--- src/rtl/vaddr_xlate.sv ---
module vaddr_xlate #(
  parameter int OFF_W = 12,
  parameter int VPN_W = 20,
  parameter int PPN_W = 12,
  parameter int TAW   = 16
) (
  input  logic                   clk,
  input  logic                   rst_n,
  input  logic                   req_valid,
  output logic                   req_ready,
  input  logic [OFF_W+VPN_W-1:0] req_vaddr,
  input  logic [1:0]             req_kind,
  input  logic                   ptbr_wr,
  input  logic [TAW-1:0]         ptbr_wdata,
  output logic                   mem_rd_en,
  output logic [TAW-1:0]         mem_rd_addr,
  input  logic [15:0]            mem_rd_data,
  output logic                   done,
  output logic [1:0]             fault_type,
  output logic [PPN_W+OFF_W-1:0] phys_addr
);
  localparam int V_BIT = 15;
  localparam int R_LO  = 12;

  logic [TAW-1:0]   ptbr;
  logic             busy;
  logic [1:0]       kind_q;
  logic [OFF_W-1:0] off_q;
  logic             allowed;

  wire       pte_v  = mem_rd_data[V_BIT];
  wire [1:0] rights = mem_rd_data[R_LO+1:R_LO];

  assign req_ready   = !busy;
  assign mem_rd_en   = req_valid && !busy;
  assign mem_rd_addr = ptbr + TAW'(req_vaddr[OFF_W +: VPN_W]);

  always_comb begin
    case (kind_q)
      2'b00:   allowed = (rights == 2'b00) || (rights == 2'b01);
      2'b01:   allowed = (rights == 2'b01);
      2'b10:   allowed = (rights == 2'b10);
      default: allowed = 1'b0;
    endcase
  end

  always_ff @(posedge clk) begin
    if (!rst_n) begin
      ptbr       <= '0;
      busy       <= 1'b0;
      done       <= 1'b0;
      fault_type <= 2'b00;
      phys_addr  <= '0;
      kind_q     <= 2'b00;
      off_q      <= '0;
    end else begin
      done <= busy;
      busy <= mem_rd_en;
      if (mem_rd_en) begin
        kind_q <= req_kind;
        off_q  <= req_vaddr[OFF_W-1:0];
      end
      if (busy) begin
        if (!pte_v) begin
          fault_type <= 2'b01;
          phys_addr  <= '0;
        end else if (!allowed) begin
          fault_type <= 2'b10;
          phys_addr  <= '0;
        end else begin
          fault_type <= 2'b00;
          phys_addr  <= {mem_rd_data[PPN_W-1:0], off_q};
        end
      end
      if (ptbr_wr) ptbr <= ptbr_wdata;
    end
  end
endmodule

--- config.mk ---
export PLATFORM = sky130hd
export DESIGN_NAME = vaddr_xlate
export DESIGN_NICKNAME = d
export VERILOG_FILES = /design/src/rtl/vaddr_xlate.sv
export SDC_FILE = /design/constraint.sdc
export NUM_CORES = 1
export LEC_CHECK = 0
export BUFFER_PORTS_ARGS = -buffer_cell sky130_fd_sc_hd__buf_2
export CAP_MARGIN = 40
export CORE_MARGIN = 2
export CORE_UTILIZATION = 39
export CTS_CLUSTER_DIAMETER = 60
export DETAILED_ROUTE_END_ITERATION = 8
export GPL_TIMING_DRIVEN = 1
export PLACE_DENSITY = 0.69
export SLEW_MARGIN = 20
export SYNTH_ARGS = -nofsm -noshare
export SYNTH_HDL_FRONTEND = slang
export SYNTH_SLANG_ARGS = --single-unit
--- constraint.sdc ---
create_clock -name clk -period 2.5 [get_ports clk]
set_clock_uncertainty 0.1 [all_clocks]
set_input_delay 0.5 -clock clk [delete_from_list [all_inputs] [get_ports clk]]
set_output_delay 0.5 -clock clk [all_outputs]
set_load 0.005 [all_outputs]
==> flow_metrics.py <==
metrics = {
    "layout": {
        "antenna_cells": 0,
        "seq_area_um2": 1170,
        "final_cell_mix": "109 x buf_2, 53 x dfxtp_1, 42 x nor2b_1, 39 x nand2_1, 35 x buf_4",
        "layout-drive-gt1-share": 0.437,
        "synthToLayoutAreaGrowth_pct": 47.0,
        "final_common_cell": "buf_2",
        "fillers": 671,
        "num-nets-final": 540,
        "multiInputGateArea_um2": 1850,
    },
    "route": {
        "viasPerCell": 4.87,
        "wl_um": 7440,
        "drc": 0,
        "drtIter0Drc": 60,
        "ant_nets": 0,
        "vias": 2715,
        "first_pass_iters": 4,
        "wl_per_cell_um": 13.4,
    },
    "global_routing": {
        "antenna_found_initial": 0,
        "gr-total-overflow": 0,
        "first_global_vias": 2640,
        "grt_pass1_wl_um": 12100,
        "grt_max_degree": 51,
        "grt.total_usage": 0.182,
    },
    "synth": {
        "syn-num-nets": 398,
        "ys_warn_count": 0,
        "synth_edf_count": 0,
        "ys_seq_elements": 58,
        "postSynthCellCount": 312,
        "syn_area_um2": 2880,
        "syn_avg_cell_area_um2": 9.24,
        "synth-main-ff-cell": "dfxtp_1",
        "synthDistinctLibCells": 48,
        "yosysSeqAreaShare": 0.403,
        "async_flop_share": 0,
    },
    "timing": {
        "fin_crit_ps": 2920,
        "max_freq_mhz": 343,
        "holdWs_ps": 282,
        "grt_setup_unrepaired": "yes",
        "setup_viol": 10,
        "maxSlewHeadroom": 0.537,
        "worstMarginPinSlew_ps": 694,
        "fin_ws_ps": -418,
        "hold_viol_final": 0,
        "slew_violations": 0,
        "period_share": 1.17,
    },
    "die": {
        "fp.dieW_um": 90.0,
        "initial_core_util": 0.400,
        "core.rowCount": 31,
        "core_area_um2": 7210,
        "die_y_um": 90.0,
        "design.die.area_um2": 8100,
        "top_level_ports": 115,
    },
    "outcome": {
        "status": "finished with violations",
        "violations": "setup timing",
    },
    "setup_path": {
        "start_kind": "flop",
        "worstPathArrival_ps": 2320,
        "crit_type": "flop to output port",
        "critPathCaptureType": "output port",
        "required_ps": 1900,
        "cp_max_fo": 3,
    },
    "clock_network": {
        "worst_skew_pair.late_latency_ps": 320,
        "cts.sinks": 58,
        "path_clk_slew_ps": 60,
        "clock-root-buffer": "clkbuf_8",
        "ctsHoldBuffers": 0,
        "cts_tree": "built",
        "cts_buffer_depth": 2,
        "cts_max_level": 3,
        "numCtsBuffers": 9,
    },
    "pwr": {
        "irDropWorstVdd_uv": 368,
        "cellPowerDensity_nw_per_um2": 567,
        "power.leakage_nw": 1.94,
    },
    "placement": {
        "dp_slack_ps": -412,
        "gp_congestion": 0.895,
        "dpl.hpwl_um": 5360,
        "portBuffers": 109,
    },
    "flow_run": {
        "maxCapViolCount": 0,
    },
    "hold_path": {
        "holdCritPathClass": "primary input to flop",
    },
}
-- stage by stage --
step	total power, mW	area, µm²	util	TNS [ps]	std cells
floorplan	1.26	2900	-	-122	312
global placement	1.46	3750	0.520	-2610	534
detailed placement	1.47	3750	0.520	-2820	534
CTS	2.41	4150	0.575	-2620	552
global route	2.54	4240	0.588	-3850	557
finish	2.40	4240	0.588	-2540	557
-- critical path, stage by stage (launching register included) --
cell      delay [ps]
dfxtp_2          340
ha_4             160
fa_2             340
a21o_1           210
a221oi_4         300
o21ai_2          110
a221oi_2         250
xnor2_1          150
buf_2            130
-- synth_stat cells (3+ instances only) --
library cell / count / area share
xnor2_1: 8 / 0.024
a21o_1: 5 / 0.013
nor2_1: 6 / 0.0078
clkbuf_1: 11 / 0.014
a22oi_1: 24 / 0.062
o21a_1: 3 / 0.0078
nand2_1: 39 / 0.051
buf_2: 5 / 0.0087
dfxtp_1: 58 / 0.40
mux2i_1: 16 / 0.056
inv_1: 5 / 0.0065
a21oi_1: 11 / 0.019
ha_1: 15 / 0.065
nor2b_1: 42 / 0.091
a21boi_0: 14 / 0.036
xor2_1: 5 / 0.015
o21ai_0: 6 / 0.010
-- registers in the layout (all words and copies together) (netlist names) --
register	count
kind_q	2
ptbr	16
done	1
fault_type	2
phys_addr	24
busy	1
off_q	12
-- power by group --
part           leakage (nW)  internal [mW]  switching, mW
registers             0.475          0.962         0.0233
logic                  1.36          0.292          0.253
clock network         0.106          0.535          0.339
-- area by class of cell --
type	count	area share
Multi-Input combinational cell	230	0.436
Sequential cell	58	0.275
Clock buffer	13	0.0398
Inverter	6	0.00531
Timing Repair Buffer	149	0.206
Clock inverter	2	0.00826
Tap cell	99	0.0292
-- kinds of logic (layout without fill, tap and decap cells) --
group                    Yosys count  after routing  share of synthesized area
adder cells (fa/ha/maj)           16             16                     0.0720
buffers and inverters             24            170                     0.0347
XOR/XNOR                          13             13                     0.0395
AO/OA/AOI/OAI                     79             79                      0.202
multiplexers                      16             16                     0.0556
flip-flops                        58             58                      0.403
AND/OR/NAND/NOR                  106            106                      0.193
-- path summary, 6_finish.rpt --
check | startpoint | to | slack, ps | cells after the start
worst max-delay path | ptbr[0] | mem_rd_addr[10] | -420 | 8
worst min-delay path | mem_rd_data[15] | fault_type[0] | 280 | 2
worst max register to register | kind_q[0] | phys_addr[4] | 820 | 6
worst min register to register | off_q[7] | off_q[7] | 370 | 2
-- timing repair --
action,4_1_cts,5_1_grt
pin swaps,17,10
buffers inserted,4,5
gates resized for setup,30,9
endpoints found under the setup margin,10,12
-- routing by layer --
layer	share of wire	vias to the layer above	global-route usage
li1	-	1388	-
met1	0.45	1245	0.221
met2	0.48	76	0.302
met3	0.061	6	0.0595
met4	0.0087	0	0.0628
met5	0	-	0
No activity file was read; power rests on OpenSTA's default activity.
